**src/rtl/simt_pkg.sv**
```systemverilog
package simt_pkg;

    parameter int unsigned LANES = 32;
    parameter int unsigned PC_W  = 32;

    typedef logic [LANES-1:0] mask_t;
    typedef logic [PC_W-1:0]  pc_t;

    // One pending path: where to resume, with which lanes, and where it ends.
    typedef struct packed {
        pc_t   rpc;
        logic  rpc_vld;
        pc_t   npc;
        mask_t mask;
    } frame_t;

    typedef enum logic [1:0] {
        BR_NONE  = 2'd0,
        BR_ALL_T = 2'd1,
        BR_ALL_N = 2'd2,
        BR_SPLIT = 2'd3
    } br_kind_e;

    function automatic br_kind_e classify(logic vld, mask_t act, mask_t tk);
        mask_t eff;
        eff = act & tk;
        if (!vld || act == '0) return BR_NONE;
        if (eff == act)        return BR_ALL_T;
        if (eff == '0)         return BR_ALL_N;
        return BR_SPLIT;
    endfunction

endpackage

```
**src/rtl/simt_br_classify.sv**
```systemverilog
module simt_br_classify
    import simt_pkg::*;
(
    input  logic     br_valid,
    input  mask_t    act_mask,
    input  mask_t    br_taken,
    output br_kind_e kind,
    output mask_t    tk_mask,
    output mask_t    nt_mask
);

    always_comb begin
        kind    = classify(br_valid, act_mask, br_taken);
        tk_mask = act_mask & br_taken;
        nt_mask = act_mask & ~br_taken;
    end

    // a split always leaves both halves populated with active lanes only
    always_comb begin
        if (kind == BR_SPLIT) begin
            a_split_halves_r7: assert (tk_mask != '0 && nt_mask != '0 && (tk_mask | nt_mask) == act_mask);
        end
    end

endmodule

```
**src/rtl/simt_frame_stack.sv**
```systemverilog
module simt_frame_stack
    import simt_pkg::*;
#(
    parameter int unsigned DEPTH = 8,
    localparam int unsigned CW = $clog2(DEPTH + 1),
    localparam int unsigned AW = (DEPTH > 1) ? $clog2(DEPTH) : 1
) (
    input  logic   clk,
    input  logic   rst,
    input  logic   push2,
    input  frame_t push_lo,
    input  frame_t push_hi,
    input  logic   pop,
    output frame_t top,
    output logic   room2
);

    logic [CW-1:0] cnt_q;
    frame_t        slots [DEPTH];

    for (genvar g = 0; g < DEPTH; g++) begin : g_slot
        frame_t slot_q;
        always_ff @(posedge clk) begin
            if (push2 && int'(cnt_q) == g) begin
                slot_q <= push_lo;
            end else if (push2 && int'(cnt_q) + 1 == g) begin
                slot_q <= push_hi;
            end
        end
        assign slots[g] = slot_q;
    end

    always_ff @(posedge clk) begin
        if (rst) begin
            cnt_q <= '0;
        end else if (push2) begin
            cnt_q <= cnt_q + CW'(2);
        end else if (pop) begin
            cnt_q <= cnt_q - CW'(1);
        end
    end

    always_comb begin
        room2 = (int'(cnt_q) + 2) <= int'(DEPTH);
        top   = (cnt_q == '0) ? '0 : slots[AW'(cnt_q - CW'(1))];
    end

    p_pop_nonempty_r5: assert property (@(posedge clk) disable iff (rst)
        pop |-> cnt_q != '0);
    p_no_overflow_r8: assert property (@(posedge clk) disable iff (rst)
        push2 |-> int'(cnt_q) + 2 <= int'(DEPTH));
    p_one_op_r9: assert property (@(posedge clk) disable iff (rst)
        !(push2 && pop));
    p_depth_bound_r8: assert property (@(posedge clk) disable iff (rst)
        int'(cnt_q) <= int'(DEPTH));

endmodule

```
**src/rtl/simt_reconv_stack.sv**
```systemverilog
module simt_reconv_stack
    import simt_pkg::*;
#(
    parameter int unsigned DEPTH      = 8,
    parameter int unsigned INSN_BYTES = 4
) (
    input  logic             clk,
    input  logic             rst,
    input  logic             br_valid,
    input  logic [LANES-1:0] br_taken,
    input  logic [PC_W-1:0]  br_target,
    input  logic [PC_W-1:0]  br_fallthru,
    input  logic [PC_W-1:0]  br_reconv,
    input  logic [PC_W-1:0]  cur_pc,
    output logic [PC_W-1:0]  next_pc,
    output logic [LANES-1:0] active_mask,
    output logic             overflow
);

    localparam pc_t STEP = PC_W'(INSN_BYTES);

    pc_t      next_pc_q;
    mask_t    mask_q;
    pc_t      rpc_q;
    logic     rpc_vld_q;
    logic     ovf_q;

    br_kind_e kind;
    mask_t    tk_mask;
    mask_t    nt_mask;
    frame_t   top;
    frame_t   push_lo;
    frame_t   push_hi;
    logic     room2;
    logic     pop_hit;
    logic     do_split;

    simt_br_classify u_cls (
        .br_valid (br_valid),
        .act_mask (mask_q),
        .br_taken (br_taken),
        .kind     (kind),
        .tk_mask  (tk_mask),
        .nt_mask  (nt_mask)
    );

    always_comb begin
        pop_hit  = rpc_vld_q && (cur_pc == rpc_q);
        do_split = !pop_hit && (kind == BR_SPLIT) && room2;
        push_lo  = '{rpc: rpc_q, rpc_vld: rpc_vld_q, npc: br_reconv, mask: mask_q};
        push_hi  = '{rpc: br_reconv, rpc_vld: 1'b1, npc: br_fallthru, mask: nt_mask};
    end

    simt_frame_stack #(.DEPTH(DEPTH)) u_stk (
        .clk     (clk),
        .rst     (rst),
        .push2   (do_split),
        .push_lo (push_lo),
        .push_hi (push_hi),
        .pop     (pop_hit),
        .top     (top),
        .room2   (room2)
    );

    always_ff @(posedge clk) begin
        if (rst) begin
            next_pc_q <= '0;
            mask_q    <= '1;
            rpc_q     <= '0;
            rpc_vld_q <= 1'b0;
            ovf_q     <= 1'b0;
        end else if (pop_hit) begin
            next_pc_q <= top.npc;
            mask_q    <= top.mask;
            rpc_q     <= top.rpc;
            rpc_vld_q <= top.rpc_vld;
        end else begin
            unique case (kind)
                BR_ALL_T: next_pc_q <= br_target;
                BR_ALL_N: next_pc_q <= br_fallthru;
                BR_SPLIT: begin
                    if (room2) begin
                        next_pc_q <= br_target;
                        mask_q    <= tk_mask;
                        rpc_q     <= br_reconv;
                        rpc_vld_q <= 1'b1;
                    end else begin
                        next_pc_q <= cur_pc + STEP;
                        ovf_q     <= 1'b1;
                    end
                end
                default:  next_pc_q <= cur_pc + STEP;
            endcase
        end
    end

    assign next_pc     = next_pc_q;
    assign active_mask = mask_q;
    assign overflow    = ovf_q;

    p_mask_live_r4: assert property (@(posedge clk) disable iff (rst)
        mask_q != '0);
    p_uniform_keeps_mask_r3: assert property (@(posedge clk) disable iff (rst)
        (!pop_hit && (kind == BR_ALL_T || kind == BR_ALL_N)) |=> mask_q == $past(mask_q));
    p_ovf_sticky_r8: assert property (@(posedge clk) disable iff (rst)
        ovf_q |=> ovf_q);
    p_split_subset_r4: assert property (@(posedge clk) disable iff (rst)
        do_split |=> (mask_q & ~$past(mask_q)) == '0);
    p_base_level_r6: assert property (@(posedge clk) disable iff (rst)
        !rpc_vld_q |-> mask_q == '1);

endmodule

```
**config.mk**
```make
export PLATFORM = sky130hd
export DESIGN_NAME = simt_reconv_stack
export DESIGN_NICKNAME = d
export VERILOG_FILES = /design/src/rtl/simt_pkg.sv /design/src/rtl/simt_br_classify.sv /design/src/rtl/simt_frame_stack.sv /design/src/rtl/simt_reconv_stack.sv
export SDC_FILE = /design/constraint.sdc
export NUM_CORES = 2
export LEC_CHECK = 0
export BUFFER_PORTS_ARGS = -buffer_cell sky130_fd_sc_hd__buf_2
export CAP_MARGIN = 0
export CELL_PAD_IN_SITES_DETAIL_PLACEMENT = 1
export CELL_PAD_IN_SITES_GLOBAL_PLACEMENT = 1
export CORE_MARGIN = 2
export CORE_UTILIZATION = 52
export DETAILED_ROUTE_END_ITERATION = 10
export GPL_ROUTABILITY_DRIVEN = 0
export GPL_TIMING_DRIVEN = 0
export PLACE_DENSITY_LB_ADDON = 0.1
export SYNTH_ARGS = -nofsm -noshare
export SYNTH_HDL_FRONTEND = slang
export SYNTH_HIERARCHICAL = 1
export SYNTH_SLANG_ARGS = --single-unit
```
**constraint.sdc**
```tcl
create_clock -name clk -period 25.6 [get_ports clk]
set_input_delay 1.28 -clock clk [delete_from_list [all_inputs] [get_ports clk]]
set_output_delay 1.28 -clock clk [all_outputs]
set_load 0.1 [all_outputs]
```
==> flow_metrics.env <==
export IMPL_synth_area_top_cells="edfxtp_1 51%, mux2_2 18%, mux4_2 9.7%"
export IMPL_clockBufferDepth=3
export IMPL_drt_iter0_markers=3232
export IMPL_ant_nets=0
export IMPL_route_met2_wl_um=76800
export IMPL_path_max_fanout=20
export IMPL_post_cts_resized=0
export IMPL_wl_met1_um=61340
export IMPL_finalClockSkew_ps=18.18
export IMPL_rsz0062_at_grt="false"
export IMPL_finalSetupTns_ps=0
export IMPL_synth_top_cell_area_share_pct=50.75
export IMPL_antenna_found_initial=13
export IMPL_slew_viol_final=0
export IMPL_ys_seq_area_share_pct=55.19
export IMPL_worstSetupStartpoint="br_taken[16]"
export IMPL_max_freq_mhz=125.2
export IMPL_grt_overflow=0
export IMPL_multiInputGateArea_um2=19510
export IMPL_synth_edf_count=776
export IMPL_core_area_um2=87160
export IMPL_dpl_hpwl_um=109100
export IMPL_power_density_nw_per_um2=65.47
export IMPL_power_leakage_nw=18.07
export IMPL_tightest_slew_ps=1315
export IMPL_clk_pin_slew_ps=60
export IMPL_dieArea_um2=90700
export IMPL_final_hold_viol_count=0
export IMPL_dr_wl_met3_um=13590
export IMPL_timing_rr_start="active_mask[12]$_SDFFE_PP1P_"
export IMPL_switching_share_pct=24.77
export IMPL_crit_path_end_kind="flop"
export IMPL_grtUsageTotal_pct=34.88
export IMPL_dr_max_layer_used="met5"
export IMPL_hp_class="reg -> reg"
export IMPL_r2r_end="u_stk/g_slot[1].slot_q[46]$_DFFE_PP_"
export IMPL_num_vias=30300
export IMPL_cts_tree="yes"
export IMPL_p_int_w=0.002601
export IMPL_clock_sinks=878
export IMPL_worst_slack_ps=17610
export IMPL_finalSetupViolCount=0
export IMPL_fin_crit_sh_pct=31.21
export IMPL_layout_drive_gt1_share_pct=46.77
export IMPL_wl_per_cell_um=35.34
export IMPL_grt_pass1_vias=31980
export IMPL_dpl_cell_area_um2=49530
export IMPL_drcViolationCount=0
export IMPL_cts_max_level=3
export IMPL_relSlewSlack_pct=12.35
export IMPL_combPwrFrac_pct=11.2
export IMPL_pin_count=228
export IMPL_worstSetupPathType="in -> reg"
export IMPL_numPlacedInstances=4318
export IMPL_synth_largest_area_cell="edfxtp_1"
export IMPL_netlist_area_um2=45920
export IMPL_status="complete, no violations"
export IMPL_ir_worst_vdd_mv=0.05771
export IMPL_critPathLaunchType="primary input"
export IMPL_cts_buffers=97
export IMPL_synth_cells=2891
export IMPL_rr_worst_depth=18
export IMPL_clock_latency_ps=660
export IMPL_fillCellCount=7978
export IMPL_grt_max_degree=22
export IMPL_cts_root_buf="clkbuf_16"
export IMPL_rows=108
export IMPL_switchingPower_w=0.0008563
export IMPL_postCtsSetupRepairBufs=0
export IMPL_yosys_warnings=6
export IMPL_pwr_share_seq_pct=47.2
export IMPL_nNetsFinal=3436
export IMPL_finalWirelength_um=159400
export IMPL_endpoint="u_stk/g_slot[1].slot_q[46]$_DFFE_PP_"
export IMPL_synth_seq_cells=878
export IMPL_fp_dieW_um=301.2
export IMPL_syn_avg_cell_area_um2=15.88
export IMPL_area_growth_pct=14.99
export IMPL_async_reset_ff_share_pct=0
export IMPL_ff2ff_setup_slack_ps=17630
export IMPL_dieHeight_um=301.2
export IMPL_drt_first_pass_iters=6
export IMPL_synthFlopType="edfxtp_1"
export IMPL_crit_required_ps=25950
export IMPL_instances_no_fill=4510
export IMPL_grt_pass1_wl_um=226900
export IMPL_post_route_cell_area_um2=52800
export IMPL_post_route_min_period_ps=7989
export IMPL_power_total_w=0.003457
export IMPL_io_buffer_count=224
export IMPL_clkPwrFrac_pct=41.6
export IMPL_regArea_um2=25340
export IMPL_synth_cell_type_count=66
export IMPL_start_util_pct=52.68
export IMPL_arrival_ps=8340
export IMPL_hold_buffers=0
export IMPL_cap_violations=0
export IMPL_pre_cts_ws_ps=17020
export IMPL_via_per_inst=6.718
worst min-delay path by stage:
stage | slack [ps] | cells past startpoint | startpoint | endpoint
after global routing | 580 | 1 | overflow$_SDFFE_PP0P_ | overflow$_SDFFE_PP0P_
after detailed placement | 520 | 1 | overflow$_SDFFE_PP0P_ | overflow$_SDFFE_PP0P_
after floorplan | 600 | 2 | u_stk/cnt_q[1]$_SDFFE_PP0P_ | u_stk/cnt_q[1]$_SDFFE_PP0P_
after CTS | 560 | 1 | overflow$_SDFFE_PP0P_ | overflow$_SDFFE_PP0P_
final | 570 | 1 | overflow$_SDFFE_PP0P_ | overflow$_SDFFE_PP0P_
after global placement | 510 | 1 | overflow$_SDFFE_PP0P_ | overflow$_SDFFE_PP0P_
cells in the mapped netlist (22+ instances only):
cell type and number:
and2_1 33, mux4_2 197, a22o_1 104, nor2b_1 72, mux2_4 48, xnor2_1 22
dfxtp_1 102, buf_4 30, nand4_1 22, nand2_1 32, mux2i_1 72, nor4_1 31
buf_2 89, xor2_1 27, mux2_2 740, edfxtp_1 776, a21oi_1 23, mux2_1 57
nor2_1 119, clkbuf_1 69
kinds of logic after synthesis:
family,synth area share (%)
xor+xnor,0.9346
simple gates,4.910
fa+ha+maj,0.2997
flops,55.19
buf+inv,2.567
other cells,0.008167
mux,32.35
compound gates,3.741
layer usage:
metal  global-route usage [%]  vias up
met4                    15.48       10
met1                    45.45    15870
met3                    6.001      422
li1                         -    12370
met5                        0        -
met2                    57.48     1634
state kept, by name (all words and copies together) (netlist names):
signal and flops:
rpc_q 32, u_stk/g_slot.slot_q 776, u_stk/cnt_q 4, overflow 1
next_pc 32, rpc_vld_q 1, active_mask 32
layout by cell type, fill, tap and decap left out, types with 11 or more instances in the layout:
cell type	instances
mux4_2	197
mux2i_1	72
diode_2	11
and2_1	33
dfxtp_1	102
nor3_1	12
clkinv_1	15
ha_1	11
buf_12	27
xnor2_1	22
nand4_1	22
a21oi_1	23
a22oi_1	13
nor2b_1	72
mux2_4	48
nand2_1	32
edfxtp_1	776
nor2_1	119
clkinv_2	15
nor4_1	31
clkbuf_16	100
clkbuf_8	13
clkbuf_1	92
buf_4	30
mux2_2	740
mux2_1	57
nand3_1	16
buf_16	14
buf_6	17
o41ai_1	18
buf_2	313
or4_1	18
a22o_1	104
xor2_1	27
power by group through the flow:
stage                     combinational [W]  sequential [W]  clock (W)
after floorplan                    0.000192         0.00170          0
after global placement             0.000355         0.00167          0
final                              0.000387         0.00163    0.00144
after CTS                          0.000381         0.00163    0.00145
after global routing               0.000402         0.00163    0.00150
after detailed placement           0.000378         0.00166          0
worst max-delay path: stages:
cell	delay, ps
buf_2	90
nor2b_1	130
nor4_1	500
nand4_1	220
or2_1	280
a21oi_1	390
clkbuf_1	760
nand3_1	240
buf_2	330
buf_1	440
nor2_1	490
nand2_1	330
nor3_4	920
buf_2	540
buf_6	280
o21bai_4	350
buf_12	270
buf_12	210
buf_12	220
through the flow:
| stage | util [%] | hold slack [ps] |
|---|---|---|
| 2_1_floorplan | - | 599.1 |
| 3_3_place_gp | 55.66 | 506.7 |
| 3_5_place_dp | 56.82 | 521.6 |
| 4_1_cts | 60.55 | 561.2 |
| 5_1_grt | 60.56 | 580.4 |
| 6_report | 60.58 | 567.3 |
cell type report:
type | count | area share [%]
inverters | 8 | 0.05687
well taps | 1155 | 2.737
diodes | 11 | 0.05213
flip-flops and latches | 878 | 48.00
plain buffers | 212 | 2.175
clock buffers | 136 | 5.241
repair buffers | 265 | 3.877
clock inverters | 45 | 0.9099
multi-input cells | 1800 | 36.95
No activity file was read; power rests on OpenSTA's default activity.
